`src/rtl/spi_flash_cmd_pkg.sv`:
```
package spi_flash_cmd_pkg;
  localparam int OP_W = 8;
  localparam logic [OP_W-1:0] OPC_WREN = 8'h06;
  localparam logic [OP_W-1:0] OPC_WRDI = 8'h04;
  localparam logic [OP_W-1:0] OPC_SE   = 8'h20;
  localparam logic [OP_W-1:0] OPC_CE   = 8'h60;
  typedef enum logic [2:0] {CMD_NONE, CMD_WREN, CMD_WRDI, CMD_SE, CMD_CE} cmd_e;
endpackage

```
`src/rtl/spi_op_shift.sv`:
```
module spi_op_shift #(
  parameter int OP_W = 8
) (
  input  logic            clk_i,
  input  logic            rst_ni,
  input  logic            sck_i,
  input  logic            cs_ni,
  input  logic            si_i,
  output logic [OP_W-1:0] op_o,
  output logic            full_o,
  output logic            cs_rise_o
);
  localparam int CNT_W = $clog2(OP_W + 1);
  localparam logic [CNT_W-1:0] CNT_FULL = CNT_W'(OP_W);

  logic             sck_q, cs_q;
  logic [CNT_W-1:0] cnt_q;
  logic [OP_W-1:0]  sr_q;
  logic             sck_rise;

  assign sck_rise  = sck_i & ~sck_q & ~cs_ni;
  assign cs_rise_o = cs_ni & ~cs_q;
  assign full_o    = (cnt_q == CNT_FULL);
  assign op_o      = sr_q;

  always_ff @(posedge clk_i or negedge rst_ni) begin
    if (!rst_ni) begin
      sck_q <= 1'b0;
      cs_q  <= 1'b1;
      cnt_q <= '0;
      sr_q  <= '0;
    end else begin
      sck_q <= sck_i;
      cs_q  <= cs_ni;
      if (cs_ni) begin
        cnt_q <= '0;
      end else if (sck_rise && !full_o) begin
        // wait state after a full opcode: extra bits dropped
        cnt_q <= cnt_q + 1'b1;
        sr_q  <= {sr_q[OP_W-2:0], si_i};
      end
    end
  end
endmodule

```
`src/rtl/spi_cmd_decode.sv`:
```
module spi_cmd_decode
  import spi_flash_cmd_pkg::*;
#(
  parameter int NUM_SECT = 2
) (
  input  logic [OP_W-1:0]     op_i,
  input  logic                full_i,
  input  logic                mode_ext_i,
  output cmd_e                cmd_o,
  output logic [NUM_SECT-1:0] mask_o
);
  localparam logic [NUM_SECT-1:0] MASK_S0  = NUM_SECT'(1);
  localparam logic [NUM_SECT-1:0] MASK_ALL = '1;

  always_comb begin
    cmd_o  = CMD_NONE;
    mask_o = '0;
    if (full_i) begin
      unique case (op_i)
        OPC_WREN: cmd_o = CMD_WREN;
        OPC_WRDI: cmd_o = CMD_WRDI;
        OPC_SE: begin
          cmd_o  = CMD_SE;
          mask_o = MASK_S0;
        end
        OPC_CE: begin
          cmd_o  = CMD_CE;
          mask_o = mode_ext_i ? MASK_ALL : MASK_S0;
        end
        default: cmd_o = CMD_NONE;
      endcase
    end
  end
endmodule

```
`src/rtl/spi_erase_ctrl.sv`:
```
module spi_erase_ctrl
  import spi_flash_cmd_pkg::*;
#(
  parameter int NUM_SECT = 2
) (
  input  logic                clk_i,
  input  logic                rst_ni,
  input  logic                cs_rise_i,
  input  cmd_e                cmd_i,
  input  logic [NUM_SECT-1:0] mask_i,
  input  logic                read_only_i,
  input  logic [NUM_SECT-1:0] prot_i,
  input  logic                erase_done_i,
  output logic                wen_o,
  output logic                busy_o,
  output logic                erase_req_o,
  output logic [NUM_SECT-1:0] erase_sect_o
);
  logic is_erase, go_erase;

  assign is_erase = (cmd_i == CMD_SE) || (cmd_i == CMD_CE);
  assign go_erase = cs_rise_i && is_erase && !busy_o && wen_o
                    && ((mask_i & prot_i) == '0);

  always_ff @(posedge clk_i or negedge rst_ni) begin
    if (!rst_ni) begin
      wen_o        <= 1'b0;
      busy_o       <= 1'b0;
      erase_req_o  <= 1'b0;
      erase_sect_o <= '0;
    end else begin
      erase_req_o <= go_erase;
      if (go_erase) begin
        busy_o       <= 1'b1;
        erase_sect_o <= mask_i;
      end else if (busy_o && erase_done_i) begin
        busy_o <= 1'b0;
      end
      if (cs_rise_i) begin
        if (cmd_i == CMD_WRDI) wen_o <= 1'b0;
        else if (cmd_i == CMD_WREN && !busy_o && !read_only_i) wen_o <= 1'b1;
      end
    end
  end
endmodule

```
`src/rtl/spi_flash_cmd_ctrl.sv`:
```
module spi_flash_cmd_ctrl
  import spi_flash_cmd_pkg::*;
#(
  parameter int NUM_SECT = 2
) (
  input  logic                clk_i,
  input  logic                rst_ni,
  input  logic                sck_i,
  input  logic                cs_ni,
  input  logic                si_i,
  output logic                so_oe_o,
  input  logic                mode_ext_i,
  input  logic                read_only_i,
  input  logic [NUM_SECT-1:0] prot_i,
  output logic                erase_req_o,
  output logic [NUM_SECT-1:0] erase_sect_o,
  input  logic                erase_done_i,
  output logic                wen_o,
  output logic                busy_o
);
  logic [OP_W-1:0]     op;
  logic                full, cs_rise;
  cmd_e                cmd;
  logic [NUM_SECT-1:0] mask;

  // opcode-only command set: output never driven
  assign so_oe_o = 1'b0;

  spi_op_shift #(.OP_W(OP_W)) shift_i (
    .clk_i(clk_i), .rst_ni(rst_ni), .sck_i(sck_i), .cs_ni(cs_ni), .si_i(si_i),
    .op_o(op), .full_o(full), .cs_rise_o(cs_rise)
  );

  spi_cmd_decode #(.NUM_SECT(NUM_SECT)) dec_i (
    .op_i(op), .full_i(full), .mode_ext_i(mode_ext_i), .cmd_o(cmd), .mask_o(mask)
  );

  spi_erase_ctrl #(.NUM_SECT(NUM_SECT)) ctl_i (
    .clk_i(clk_i), .rst_ni(rst_ni), .cs_rise_i(cs_rise), .cmd_i(cmd), .mask_i(mask),
    .read_only_i(read_only_i), .prot_i(prot_i), .erase_done_i(erase_done_i),
    .wen_o(wen_o), .busy_o(busy_o), .erase_req_o(erase_req_o), .erase_sect_o(erase_sect_o)
  );
endmodule

```
`config.mk`:
```
export PLATFORM = sky130hd
export DESIGN_NAME = spi_flash_cmd_ctrl
export DESIGN_NICKNAME = d
export VERILOG_FILES = /design/src/rtl/spi_flash_cmd_pkg.sv /design/src/rtl/spi_op_shift.sv /design/src/rtl/spi_cmd_decode.sv /design/src/rtl/spi_erase_ctrl.sv /design/src/rtl/spi_flash_cmd_ctrl.sv
export SDC_FILE = /design/constraint.sdc
export NUM_CORES = 1
export LEC_CHECK = 0
export ABC_AREA = 1
export ABC_CLOCK_PERIOD_IN_PS = 2920
export BUFFER_PORTS_ARGS = -buffer_cell sky130_fd_sc_hd__buf_2
export CORE_UTILIZATION = 55
export CTS_BUF_LIST = sky130_fd_sc_hd__clkbuf_4
export CTS_CLUSTER_DIAMETER = 150
export CTS_CLUSTER_SIZE = 16
export DETAILED_ROUTE_END_ITERATION = 12
export PLACE_DENSITY_LB_ADDON = 0.3
export SYNTH_ARGS = -nofsm -noshare
export SYNTH_HDL_FRONTEND = slang
export SYNTH_HIERARCHICAL = 1
export SYNTH_SLANG_ARGS = --single-unit
```
`constraint.sdc`:
```
create_clock -name clk_i -period 2.92 [get_ports clk_i]
set_clock_uncertainty 0.1 [all_clocks]
set_input_delay 0.292 -clock clk_i [delete_from_list [all_inputs] [get_ports clk_i]]
set_output_delay 0.292 -clock clk_i [all_outputs]
set_load 0.02 [all_outputs]
```
# --- After elaboration in Yosys (flattened, before gate mapping) ---
# Cells that the tools add are included.
totals:
  in_bits: 10
  out_inout_bits: 6
  regBits: 19
op_classes:
  n_mux: 11
  n_reduce_logical: 18
  bitwise_logic: 7
  n_eq_ne: 9
  addsub: 1
ops:
  columns: ["operator", "n"]
  rows:
  - ["8-bit by 3-bit equality test with 1-bit output (second input constant)", 2]
  - ["3-bit case mux with 4 select lines", 1]
  - ["8-bit by 6-bit equality test with 1-bit output (second input constant)", 1]
  - ["8-bit by 7-bit equality test with 1-bit output (second input constant)", 1]
  - ["1-bit logical AND", 8]
  - ["4-bit 2-to-1 mux", 2]
  - ["3-bit by 2-bit equality test with 1-bit output (second input constant)", 2]
  - ["2-bit nonzero test", 3]
  - ["4-bit by 1-bit adder with 4-bit output (second input constant)", 1]
  - ["4-bit equality test (second input constant)", 1]
  - ["1-bit 2-to-1 mux", 4]
  - ["2-bit 2-to-1 mux", 2]
  - ["2-bit case mux with 2 select lines", 1]
  - ["2-bit AND reduction", 2]
  - ["1-bit AND", 3]
  - ["3-bit by 1-bit equality test with 1-bit output (second input constant)", 1]
  - ["3-bit equality test (second input constant)", 1]
  - ["1-bit logical NOT", 3]
  - ["3-bit 2-to-1 mux", 1]
  - ["1-bit NOT", 3]
  - ["2-bit AND", 1]
  - ["2-bit logical NOT", 1]
  - ["1-bit logical OR", 1]

# --- Longest topological paths before layout ---
# Gate-level depths: netlist of run 1.
depth:
  word_depth: 10
  ltp_mapped: 15
  depth_no_buf: 15

# --- By module ---
# The synthesis of run 1 kept the hierarchy.
by_module_without_submodules:
  columns: ["module", "seq_area_each_um2", "instances", "area_each_um2", "cells_per_inst"]
  rows:
  - ["spi_op_shift", 351.6, 1, 608.1, 67]
  - ["spi_erase_ctrl", 125.1, 1, 265.3, 36]
  - ["spi_cmd_decode", 0.0, 1, 140.1, 33]
  - ["spi_flash_cmd_ctrl", 0.0, 1, 11.3, 2]

# --- Worst setup path before layout of run 1 ---
# No wires, ideal clock.
synth_timing:
  kind: "register -> register"
  from: "register shift_i.cnt_q[0]"
  to: "register ctl_i.erase_sect_o[0]"
  setup_slack_ns: 1.109
  t_arrival_ns: 1.594
  path_buffers: 0
  required_time_ns: 2.703
  path_stages_with_launch: 16
  path_cell_list: "dfrtp_1 -> inv_1 -> ha_1 -> nand2_1 -> nor2_4 -> nand3_1 -> nor2_2 -> nand2_2 -> nand2_1 -> inv_2 -> nand2_1 -> nand2_2 -> nor2_4 -> nand2_2 -> nand2_1 -> nand2_1"
synth_via:
  elab_chain_cells: 8
synth_lines:
  columns: ["element", "line_no", "source"]
  rows:
  - ["start, declared", "spi_op_shift.sv:17", "logic [CNT_W-1:0] cnt_q;"]
  - ["start signal, assigned", "spi_op_shift.sv:39", "cnt_q <= cnt_q + 1'b1;"]
  - ["4-bit equality test (*)", "spi_op_shift.sv:23", "assign full_o = (cnt_q == CNT_FULL);"]
  - ["named net full", "spi_flash_cmd_ctrl.sv:22", "logic full, cs_rise;"]
  - ["3-bit 2-to-1 mux (*)", "spi_cmd_decode.sv:18", "if (full_i) begin"]
  - ["named net cmd[1]", "spi_flash_cmd_ctrl.sv:23", "cmd_e cmd;"]
  - ["3-bit by 2-bit equality test with 1-bit output or 3-bit equality test (tied branches)", "spi_erase_ctrl.sv:21", "assign is_erase = (cmd_i == CMD_SE) || (cmd_i == CMD_CE);"]
  - ["1-bit logical OR (*)", "spi_erase_ctrl.sv:21", null]
  - ["1-bit logical AND (*) (3 in series)", "spi_erase_ctrl.sv:22", "assign go_erase = cs_rise_i && is_erase && !busy_o && wen_o"]
  - ["1-bit logical AND (*)", "spi_erase_ctrl.sv:23", "&& ((mask_i & prot_i) == '0);"]
  - ["end signal, assigned", "spi_erase_ctrl.sv:35", "erase_sect_o <= mask_i;"]
  - ["end, declared", "spi_erase_ctrl.sv:17", "output logic [NUM_SECT-1:0] erase_sect_o"]
# Mark *: on every way through the listed nets, which the timed path passes. The rest lies on a longest branch.
# A chain may end at the register's enable or synchronous reset.

# --- Worst setup path after layout of run 1 ---
layout_timing:
  from: "register shift_i.cnt_q[0]"
  to: "register ctl_i.erase_sect_o[1]"
# The elaborated chain is that of the path after synthesis.

==> reports/qor_table.md, run 1 <==
| Result | This run |
|:---|:---|
| First-pass DRT Iterations | 5 |
| Total power draw | 0.552 mW |
| Power Internal | 0.387 mW |
| Core region area | 0.00175 sq mm |
| Top flip-flop cell by instance count after synthesis | sky130_fd_sc_hd__dfrtp_1 |
| Maximum clock frequency | 497 MHz |
| Mean cell area of the mapped netlist | 7.43 sq um |
| TritonCTS clock tree | built |
| Wire length per cell | 10.8 um |
| Share of synthesized cell area in full adder, half adder and majority cells | 0.0244 |
| Number of synthesized flops with an enable pin | 0 |
| Endpoints failing setup | 0 |
| Post-synth top area share | 0.440 |
| Antenna Diode Count | 0 |
| Critical path data required time | 3.01 ns |
| Part of the total power dissipated in sequential elements | 0.571 |
| Switching power | 0.166 mW |
| Cell leakage power | 0.667 nW |
| Most frequent cell after synthesis | sky130_fd_sc_hd__nand2_1 |
| Setup tns final | 0 ns |
| Num Clock Sinks | 19 |
| Post-synth net total | 150 |
| DRC violations left | 0 |
| Warnings from Yosys | 6 |
| Number of nets still failing antenna checks after routing | 0 |
| Post-layout nets | 170 |
| Post-Synthesis Cell Area | 0.00102 sq mm |
| Met1 track demand over resource in global routing | 0.279 |
| Synthesis-to-layout area growth | 13.9% |
| GR Util met3 | 0.0520 |
| Total track usage | 0.221 |
| Vertical die dimension | 45.2 um |
| Filler Cells Inserted | 151 |
| Outcome | completed |
| Startpoint type of the worst setup path | flop |
| Post-synth ARST share | 1.00 |
| Fraction of the yosys area taken by sequential cells | 0.465 |
| Most numerous cell types in the synthesized netlist | sky130_fd_sc_hd__nand2_1, sky130_fd_sc_hd__inv_1, sky130_fd_sc_hd__dfrtp_1 |
| CTS Root Buffer Type | sky130_fd_sc_hd__clkbuf_4 |
| Pin count of the biggest net entering global routing | 20 |
| Pwr dens | 473 mW/mm^2 |
| Switching power share of the total | 0.300 |
| Total congestion overflow after global routing | 0 |
| Period Utilization, post-route | 0.689 |
| Io pins | 16 |
| Synth Area in Compound Gates | 0.0293 |
| Initial core utilization | 0.587 |
| Detailed-route wire length | 1.96 mm |
| Clock latency at the later pin of the worst-skew pair | 0.29 ns |
| Signal arrival time at the worst endpoint | 2.11 ns |
| Synthesized-area fraction occupied by xor and xnor cells | 0.00855 |
| GRT Max-Usage Layer | met2 |
| WS Path Type | reg -> reg |
| Largest fanout of any net on the critical path | 5 |
| Dominant combinational cell family by area after synthesis | simple AND/OR/NAND/NOR gates |
| Horizontal extent of the die | 45.2 um |
| Crit path capture type | flop |
| Max H-tree Level | 1 |
| Post-synthesis register bit count | 19 |
| Max Cap Violations | 0 |
| Number of rows in the core area | 15 |
| Area leader, netlist | sky130_fd_sc_hd__dfrtp_1 |
| Peak VDD IR | 0.376 mV |
| Worst min-delay path category | in -> reg |
| Vias after detailed routing | 877 |
| CTS Buf Count | 3 |
| Share of power burned in the clock network | 0.259 |
| Finished Core Util | 0.669 |
| Time the worst path needs with I/O delays and setup | 2.01 ns |
| Library cells used by synthesis | 19 |
| Via density per instance | 4.82 |
| Mux contribution to synthesized area | 0 |
| Routability congestion estimate | 0.767 |
| Sequential cell area | 477 sq um |
| Area after detailed placement | 0.00111 sq mm |
| Number of antenna violations at the first check in global routing | 0 |
| Detailed Route Iter0 Violations | 26 |
| Area occupied by multi-input gates | 435 sq um |
| Count of input and output buffers | 14 |
| RSZ-0062 raised after global routing | no |
| Fraction of layout cells with a size suffix above 1 | 0.223 |
| Number of max-slew violations in the final report | 0 |
| GRT met2 Usage | 0.380 |
| Finished Cell Area | 0.00117 sq mm |
| Global-route wire length before repair | 3.25 mm |
| Share of power burned in combinational logic | 0.170 |
| Die Outline Area | 0.00204 sq mm |
| Hold Fails Final Rpt | 0 |
| Vias in the first global route | 788 |
| Post-synthesis instance total | 138 |
| Half-perimeter wire length after detailed placement | 1.45 mm |
| # Post-CTS Setup Buffers | 0 |
| Maximum buffer depth of the clock tree | 2 |
| Clock edge transition at the registers on the reported setup and hold paths | 0.10 ns |
| Simple logic cell fraction of the synthesized area | 0.359 |
| Leading post-synthesis cells by cell area | sky130_fd_sc_hd__dfrtp_1, sky130_fd_sc_hd__nand2_1, sky130_fd_sc_hd__inv_1 |
-- sequential cells by signal (all words and copies together), names as in the netlist --
name	flops
ctl_i/busy_o	1
shift_i/sck_q	1
shift_i/cnt_q	4
ctl_i/wen_o	1
ctl_i/erase_req_o	1
shift_i/cs_q	1
ctl_i/erase_sect_o	2
shift_i/op_o	8
-- worst paths after layout --
| check | slack [ns] | startpoint | to | cells after the start |
|---|---|---|---|---|
| max | 0.91 | shift_i/cnt_q[0] | ctl_i/erase_sect_o[1] | 15 |
| min in group asynchronous | 0.37 | rst_ni | shift_i/op_o[7] | 2 |
| min reg2reg | 0.39 | ctl_i/erase_sect_o[1] | ctl_i/erase_sect_o[1] | 2 |
| max reg2reg | 0.91 | shift_i/cnt_q[0] | ctl_i/erase_sect_o[1] | 15 |
| min | 0.06 | erase_done_i | ctl_i/busy_o | 2 |
| max in group asynchronous | 2.03 | rst_ni | shift_i/cs_q | 2 |
-- metrics by stage --
stage	std cells	hold WS (ns)	setup WS [ns]
after floorplan	138	-0.104	1.11
after global placement	175	0.147	0.981
after detailed placement	175	0.155	0.927
after CTS	180	0.00470	0.901
after global routing	182	0.0447	0.688
final	182	0.0603	0.907
-- power by group through the flow --
| stage | Sequential (mW) | Clock (mW) | Combinational, mW |
|---|---|---|---|
| 2_1_floorplan | 0.314 | 0 | 0.0683 |
| 3_3_place_gp | 0.318 | 0 | 0.0858 |
| 3_5_place_dp | 0.320 | 0 | 0.0906 |
| 4_1_cts | 0.315 | 0.149 | 0.0921 |
| 5_1_grt | 0.319 | 0.162 | 0.108 |
| 6_report | 0.316 | 0.143 | 0.0938 |
-- per-layer routing --
| metal | part of all wire | wire length (um) |
|---|---|---|
| met1 | 0.46 | 894 |
| met2 | 0.51 | 992 |
| met3 | 0.037 | 73 |
| met4 | 0 | 0 |
| met5 | 0 | 0 |
-- cells in the final DEF, fill, tap and decap left out --
master                          Yosys  final
sky130_fd_sc_hd__clkbuf_4           0      4
sky130_fd_sc_hd__nor2_4             3      3
sky130_fd_sc_hd__o21ai_0            4      4
sky130_fd_sc_hd__ha_1               2      2
sky130_fd_sc_hd__inv_2              5      5
sky130_fd_sc_hd__buf_2              0     14
sky130_fd_sc_hd__nand2_2            4      4
sky130_fd_sc_hd__dfstp_2            1      1
sky130_fd_sc_hd__a21oi_1            1      1
sky130_fd_sc_hd__conb_1             1      1
sky130_fd_sc_hd__o21ai_1            1      1
sky130_fd_sc_hd__dlygate4sd3_1      0      3
sky130_fd_sc_hd__nand4_1            3      3
sky130_fd_sc_hd__xor2_1             1      1
sky130_fd_sc_hd__nand3_1            8      8
sky130_fd_sc_hd__nor2_2             4      4
sky130_fd_sc_hd__dfrtp_1           18     18
sky130_fd_sc_hd__inv_1             20     20
sky130_fd_sc_hd__nor2_1            11     11
sky130_fd_sc_hd__nand2_1           49     49
-- cells by family (layout without fill, tap and decap cells) --
family          after synthesis  count (layout)
simple gates                 82              82
buf+inv                      27              46
flops                        19              19
compound gates                6               6
fa+ha+maj                     2               2
other cells                   1               1
xor+xnor                      1               1
-- critical path, stage by stage, from the launching register on --
cell,delay (ns)
sky130_fd_sc_hd__dfrtp_1,0.44
sky130_fd_sc_hd__inv_1,0.10
sky130_fd_sc_hd__ha_1,0.14
sky130_fd_sc_hd__nand2_1,0.08
sky130_fd_sc_hd__nor2_4,0.14
sky130_fd_sc_hd__inv_1,0.08
sky130_fd_sc_hd__nor2_1,0.15
sky130_fd_sc_hd__nand3_1,0.09
sky130_fd_sc_hd__nand2_1,0.13
sky130_fd_sc_hd__inv_2,0.04
sky130_fd_sc_hd__nand2_1,0.06
sky130_fd_sc_hd__nand2_2,0.07
sky130_fd_sc_hd__nor2_4,0.11
sky130_fd_sc_hd__nand2_2,0.08
sky130_fd_sc_hd__nand2_1,0.06
sky130_fd_sc_hd__nand2_1,0.05
-- area by class of cell --
cell class,instances,area share
sequential,19,0.408
clock buffer,4,0.0257
inverter,25,0.0804
tap,25,0.0268
multi-input combinational,92,0.373
timing repair buffer,17,0.0857
-- repair_timing --
item                      4_1_cts  5_1_grt
hold endpoints to repair       18        2
hold buffers                    1        2
resized for setup               0        0
Note: power is estimated with default switching activity, not from simulation.
==> run 2: changes to the inputs <==
ABC_AREA = 0   (was 1)
ABC_CLOCK_PERIOD_IN_PS = 1700   (was 2920)
CORE_UTILIZATION = 51   (was 55)
clock period = 1.7 ns   (was 2.92 ns; I/O delays follow)
==> run 2 against run 1 <==
Effect of this change:
- the flow now finishes with violations (setup timing)
- largest power group unchanged
- design area up 22%
- critical endpoint unchanged
- hold slack improved by 0.089 ns
- highest routed layer is now met4
- total power up 130%
- first-iteration DRC count is 23% lower
- count of clock-buffer cells in the layout unchanged
- die area is 3.0% higher
==> reports/qor_table.md, run 2 <==
| Result | This run |
|:---|:---|
| Top flip-flop cell by instance count after synthesis | sky130_fd_sc_hd__dfrtp_1 |
| DRC violations left | 0 |
| Post-Synthesis Cell Area | 980 sq um |
| Leading post-synthesis cells by cell area | sky130_fd_sc_hd__dfrtp_1, sky130_fd_sc_hd__mux2_2, sky130_fd_sc_hd__dfstp_2 |
| Detailed Route Iter0 Violations | 20 |
| First-pass DRT Iterations | 4 |
| Die Outline Area | 0.00210 sq mm |
| Most frequent standard cell in the layout excluding fill and tap cells | sky130_fd_sc_hd__buf_4 |
| Pwr dens | 896 mW/mm^2 |
| Synthesis-to-layout area growth | 45.3% |
| Routability congestion estimate | 0.793 |
| Num Clock Sinks | 19 |
| Flip-flop count of the largest register after layout | 8 |
| Simple logic cell fraction of the synthesized area | 0.212 |
| Area leader, netlist | sky130_fd_sc_hd__dfrtp_1 |
| WS Path Type | reg -> reg |
| Most numerous cell types in the synthesized netlist | sky130_fd_sc_hd__dfrtp_1, sky130_fd_sc_hd__mux2_2, sky130_fd_sc_hd__inv_1 |
| Number of max-slew violations in the final report | 0 |
| Share of synthesized cell area in full adder, half adder and majority cells | 0.0255 |
| Global-route wire length before repair | 3.54 mm |
| Total congestion overflow after global routing | 0 |
| Setup slack of the worst register-to-register path | -0.85 ns |
| Library cells used by synthesis | 40 |
| Max Cap Violations | 0 |
| Detailed-route wire length | 2.41 mm |
| Antenna Diode Count | 0 |
| Post-synth ARST share | 1.00 |
| Core region area | 0.00176 sq mm |
| Clock latency at the later pin of the worst-skew pair | 0.29 ns |
| Post-layout nets | 139 |
| Wire length per cell | 15.9 um |
| Post-synth net total | 90 |
| Violated checks | setup timing |
| Min setup slack post-route | -0.854 ns |
| Warnings from Yosys | 6 |
| Number of antenna violations at the first check in global routing | 0 |
| Clock edge transition at the registers on the reported setup and hold paths | 0.11 ns |
| Period Utilization, post-route | 1.50 |
| Number of rows in the core area | 15 |
| Dominant combinational cell family by area after synthesis | simple AND/OR/NAND/NOR gates |
| Startpoint type of the worst setup path | flop |
| Maximum buffer depth of the clock tree | 2 |
| Count of input and output buffers | 14 |
| Total track usage | 0.248 |
| Number of synthesized flops with an enable pin | 0 |
| Vias after detailed routing | 828 |
| Outcome | complete, but fails checks |
| Finished Cell Area | 0.00142 sq mm |
| Commonest non-fill, non-tap cells in the layout | sky130_fd_sc_hd__buf_4, sky130_fd_sc_hd__dfrtp_1, sky130_fd_sc_hd__buf_2 |
| Signal arrival time at the worst endpoint | 2.64 ns |
| Via density per instance | 5.48 |
| Pin count of the biggest net entering global routing | 20 |
| CTS Buf Count | 3 |
| Smallest hold slack | 0.149 ns |
| Cell leakage power | 0.705 nW |
| Post-synthesis register bit count | 19 |
| Synthesized-area fraction occupied by xor and xnor cells | 0.00894 |
| Worst min-delay path category | in -> reg |
| Critical path data required time | 1.79 ns |
| Finished Core Util | 0.807 |
| Vias in the first global route | 805 |
| Mux contribution to synthesized area | 0.125 |
| Synth Area in Compound Gates | 0.103 |
| Maximum clock frequency | 392 MHz |
| Io pins | 16 |
| Fraction of the yosys area taken by sequential cells | 0.487 |
| Fraction of layout cells with a size suffix above 1 | 0.587 |
| Number of nets still failing antenna checks after routing | 0 |
| Time the worst path needs with I/O delays and setup | 2.55 ns |
| Horizontal extent of the die | 45.8 um |
| CTS Root Buffer Type | sky130_fd_sc_hd__clkbuf_4 |
| Post-synth top area share | 0.460 |
| Largest fanout of any net on the critical path | 3 |
| Max H-tree Level | 1 |
| Total power draw | 1.28 mW |
| Endpoints failing setup | 5 |
| Area after detailed placement | 0.00126 sq mm |
| Hold Fails Final Rpt | 0 |
| Most frequent cell after synthesis | sky130_fd_sc_hd__dfrtp_1 |
| Mean cell area of the mapped netlist | 12.6 sq um |
| Half-perimeter wire length after detailed placement | 1.50 mm |
| Crit path capture type | flop |
| Post-synthesis instance total | 78 |
| RSZ-0062 raised after global routing | yes |
| TritonCTS clock tree | built |
| Vertical die dimension | 45.8 um |
| Setup tns final | -4.00 ns |
| Peak VDD IR | 0.924 mV |
| Initial core utilization | 0.555 |
run 2: layout make-up:
class                           count  area [sq um]
Clock buffer                        4          30.0
Fill cell                         115           340
Inverter                            7          26.3
Multi-Input combinational cell     52           548
Sequential cell                    19           477
Tap cell                           25          31.3
Timing Repair Buffer               44           312
run 2: power by group:
group          internal, mW  total (mW)  leakage [nW]  switching (mW)
clock                 0.107       0.244        0.0184           0.137
sequential            0.534       0.581         0.247          0.0465
combinational         0.243       0.450         0.439           0.207
run 2: logic make-up (layout without fill, tap and decap cells):
| logic type | after synthesis | after routing |
|---|---|---|
| DFF | 19 | 19 |
| buffers and inverters | 8 | 55 |
| AOI/OAI and AO/OA | 11 | 11 |
| other | 1 | 1 |
| xor gates and xnor gates | 1 | 1 |
| adders and majority gates | 2 | 2 |
| muxes | 11 | 11 |
| and+or+nand+nor | 25 | 26 |
run 2: worst paths after layout:
kind | cells after the start | endpoint | startpoint
worst max register to register | 9 | ctl_i/erase_sect_o[1] | shift_i/cnt_q[1]
max in group asynchronous | 2 | shift_i/cs_q | rst_ni
min in group asynchronous | 2 | shift_i/cnt_q[0] | rst_ni
worst min register to register | 1 | ctl_i/erase_sect_o[1] | ctl_i/erase_sect_o[1]
worst max-delay path | 9 | ctl_i/erase_sect_o[1] | shift_i/cnt_q[1]
worst min-delay path | 3 | shift_i/cnt_q[0] | cs_ni
run 2: worst max-delay path: stages (launching register included):
cell,delay (ns)
sky130_fd_sc_hd__dfrtp_1,0.42
sky130_fd_sc_hd__inv_2,0.09
sky130_fd_sc_hd__ha_4,0.15
sky130_fd_sc_hd__nand3b_4,0.08
sky130_fd_sc_hd__inv_2,0.06
sky130_fd_sc_hd__or4b_4,0.49
sky130_fd_sc_hd__nor4_4,0.33
sky130_fd_sc_hd__and3b_2,0.26
sky130_fd_sc_hd__o2111ai_4,0.14
sky130_fd_sc_hd__mux2_4,0.33
run 2: timing repair:
| action | CTS | global route |
|---|---|---|
| resized for setup | 7 | 4 |
| buffers inserted | 3 | 4 |
| endpoints found under the setup margin | 5 | 13 |
| pin swaps | 5 | 4 |
| gates cloned | 0 | 1 |
| hold buffers | 5 | 0 |
| endpoints found under the hold margin | 22 | 0 |
run 2: routing by layer:
metal	global-route usage	routed length (um)
met4	0.147	44
met2	0.406	1280
met1	0.295	1020
met5	0	0
met3	0.0556	63
run 2: metrics by stage:
step | setup WS, ns | cells
final | -0.854 | 151
after floorplan | -0.814 | 78
after global routing | -0.945 | 151
after global placement | -0.772 | 137
after detailed placement | -0.864 | 137
after CTS | -0.845 | 148
==> run 3: changes to the inputs <==
BUFFER_PORTS_ARGS = unset   (was -buffer_cell sky130_fd_sc_hd__buf_2)
CORE_UTILIZATION = 55   (was 51)
DONT_BUFFER_PORTS = 1   (was unset)
==> run 3 against run 2 <==
Effect of this change:
- the flow finishes with violations (DRC, setup timing)
- total power is 1.1% lower
- design area is 7.8% lower
- critical path depth is 1 higher
- register-to-register slack hardly changed
- final cell count is 17% lower
- combinational power is 3% lower
- largest cell class unchanged
- largest power group unchanged
==> reports/qor_table.md, run 3 (synthesis gave the netlist of run 2 again) <==
| Result | This run |
|:---|:---|
| Outcome | complete, but fails checks |
| Violated checks | DRC, setup timing |
| Highest cell delay on the worst timing path | 0.48 ns |
| Number of rows in the core area | 14 |
| Wire length per cell | 18.0 um |
| Global-route wire length before repair | 3.64 mm |
| Measured slew at the worst slew-check pin | 0.854 ns |
| Max H-tree Level | 1 |
| Antenna Diode Count | 0 |
| Min-delay src | cs_ni |
| Half-perimeter wire length after detailed placement | 1.51 mm |
| Vias after detailed routing | 763 |
| Horizontal extent of the die | 44.2 um |
| First-pass DRT Iterations | 8 |
| Pwr dens | 961 mW/mm^2 |
| Placement Setup Slack | -0.864 ns |
| Synthesis-to-layout area growth | 34.0% |
| Min setup slack post-route | -0.843 ns |
| Fraction of layout cells with a size suffix above 1 | 0.527 |
| Die Outline Area | 0.00195 sq mm |
| Clock latency at the later pin of the worst-skew pair | 0.30 ns |
| Detailed Route Iter0 Violations | 6 |
| Vertical die dimension | 44.2 um |
| Worst min-delay path category | in -> reg |
| Total power draw | 1.26 mW |
| CTS Buf Count | 3 |
| Peak VDD IR | 0.801 mV |
| Worst slew margin relative to its limit | 0.429 |
| Finished Core Util | 0.833 |
| Total track usage | 0.271 |
| Share of power burned in the clock network | 0.182 |
| Endpoints failing setup | 5 |
| Via density per instance | 6.06 |
| Maximum buffer depth of the clock tree | 2 |
| Core region area | 0.00158 sq mm |
| RSZ-0062 raised after global routing | yes |
| Most frequent standard cell in the layout excluding fill and tap cells | sky130_fd_sc_hd__buf_4 |
| Total congestion overflow after global routing | 0 |
| Number of nets still failing antenna checks after routing | 0 |
| Count of input and output buffers | 0 |
| Initial core utilization | 0.621 |
| WS Path Type | reg -> reg |
| Switching power share of the total | 0.327 |
| Largest fanout of any net on the critical path | 4 |
| Cell repeated most along the worst path | sky130_fd_sc_hd__inv_2 |
| DRC violations left | 2 |
| Worst setup path startpoint | shift_i/cnt_q[0] |
| Routability congestion estimate | 0.741 |
| Detailed-route wire length | 2.27 mm |
| Critical path data required time | 1.79 ns |
| Number of max-slew violations in the final report | 0 |
| Post-layout nets | 123 |
| Number of antenna violations at the first check in global routing | 0 |
| CTS Root Buffer Type | sky130_fd_sc_hd__clkbuf_4 |
| Startpoint type of the worst setup path | flop |
| Cell leakage power | 0.626 nW |
| Share of power burned in combinational logic | 0.346 |
| Time the worst path needs with I/O delays and setup | 2.54 ns |
| Signal arrival time at the worst endpoint | 2.64 ns |
| TritonCTS clock tree | built |
| Part of the total power dissipated in sequential elements | 0.472 |
| Hold Fails Final Rpt | 0 |
| Worst path slowest cell | sky130_fd_sc_hd__or4b_4 |
| Crit Reg-Reg Startpoint | shift_i/cnt_q[0] |
| Series of cell instances along the critical path | inv_2 > ha_4 > nand3b_4 > inv_2 > or4b_4 > buf_4 > a211oi_4 > and3b_1 > o2111ai_2 > mux2_4 |
| Flip-flop count of the largest register after layout | 8 |
| Vias in the first global route | 794 |
| Max Cap Violations | 0 |
| Power Internal | 0.849 mW |
| Crit path capture type | flop |
| Io pins | 16 |
| Clock edge transition at the registers on the reported setup and hold paths | 0.11 ns |
| Period Utilization, post-route | 1.50 |
| Num Clock Sinks | 19 |
| Commonest non-fill, non-tap cells in the layout | sky130_fd_sc_hd__buf_4, sky130_fd_sc_hd__dfrtp_1, sky130_fd_sc_hd__mux2_2 |
| Switching power | 0.412 mW |
| Pin count of the biggest net entering global routing | 20 |
| Maximum clock frequency | 393 MHz |
run 3: cell types whose count changed in the layout (fill, tap and decap cells not counted), sizes merged:
cell / previous run / this run
nand2: 3 / 2
clkinv: 0 / 1
dlygate4sd3: 5 / 6
buf: 39 / 23
clkbuf: 4 / 3
run 3: layout make-up:
| cell class | count | area [sq um] |
|---|---|---|
| Clock buffer | 3 | 22.5 |
| Clock inverter | 1 | 5.00 |
| Multi-Input combinational cell | 51 | 529 |
| Inverter | 7 | 26.3 |
| Tap cell | 16 | 20.0 |
| Timing Repair Buffer | 29 | 233 |
| Sequential cell | 19 | 477 |
| Fill cell | 87 | 264 |
run 3: power groups by stage:
stage | Combinational [mW] | Sequential (mW) | Clock [mW]
2_1_floorplan | 0.192 | 0.608 | 0
3_3_place_gp | 0.362 | 0.588 | 0
3_5_place_dp | 0.375 | 0.602 | 0
4_1_cts | 0.413 | 0.593 | 0.226
5_1_grt | 0.466 | 0.603 | 0.260
6_report | 0.437 | 0.595 | 0.229
run 3: layer usage:
| metal | wire (um) | track usage | share of wire | vias up |
|---|---|---|---|---|
| met5 | 0 | 0 | 0 | - |
| li1 | - | - | - | 347 |
| met3 | 110 | 0.0776 | 0.048 | 6 |
| met4 | 43 | 0.109 | 0.019 | 0 |
| met1 | 876 | 0.304 | 0.39 | 389 |
| met2 | 1240 | 0.482 | 0.55 | 21 |
run 3: worst paths after layout:
| kind | depth (start not counted) | to | slack [ns] |
|---|---|---|---|
| setup / recovery | 10 | ctl_i/erase_sect_o[1] | -0.84 |
| hold / removal | 2 | shift_i/cnt_q[1] | 0.03 |
| setup reg to reg | 10 | ctl_i/erase_sect_o[1] | -0.84 |
| max in group asynchronous | 1 | shift_i/op_o[1] | 0.66 |
| hold reg to reg | 2 | shift_i/cnt_q[2] | 0.46 |
| min in group asynchronous | 1 | ctl_i/erase_sect_o[0] | 0.31 |
run 3: worst max-delay path, delay by kind of cell, from the launching register on:
| kind | cells | cell delay (ns) |
|---|---|---|
| simple gates | 3 | 0.77 |
| compound gates | 2 | 0.37 |
| buf+inv | 3 | 0.31 |
| fa+ha+maj | 1 | 0.14 |
| flops | 1 | 0.41 |
| mux | 1 | 0.34 |
run 3: repair_timing:
action                                  in CTS  in global routing
pin swaps                                    4                  3
hold endpoints to repair                    25                  1
gates resized for setup                      9                  1
cloned                                       0                  0
setup buffers                                2                  2
endpoints found under the setup margin       5                  5
hold buffers                                 5                  1
run 3: metrics by stage:
step                setup TNS (ns)  instances  hold WS, ns  instance area, sq um
finish                       -3.71        126       0.0305                  1310
global route                 -4.20        126      0.00905                  1310
CTS                          -3.69        123       0.0210                  1280
detailed placement           -3.59        112       -0.225                  1160
global placement             -3.25        112       -0.225                  1160
floorplan                    -3.16         78       -0.226                  1000
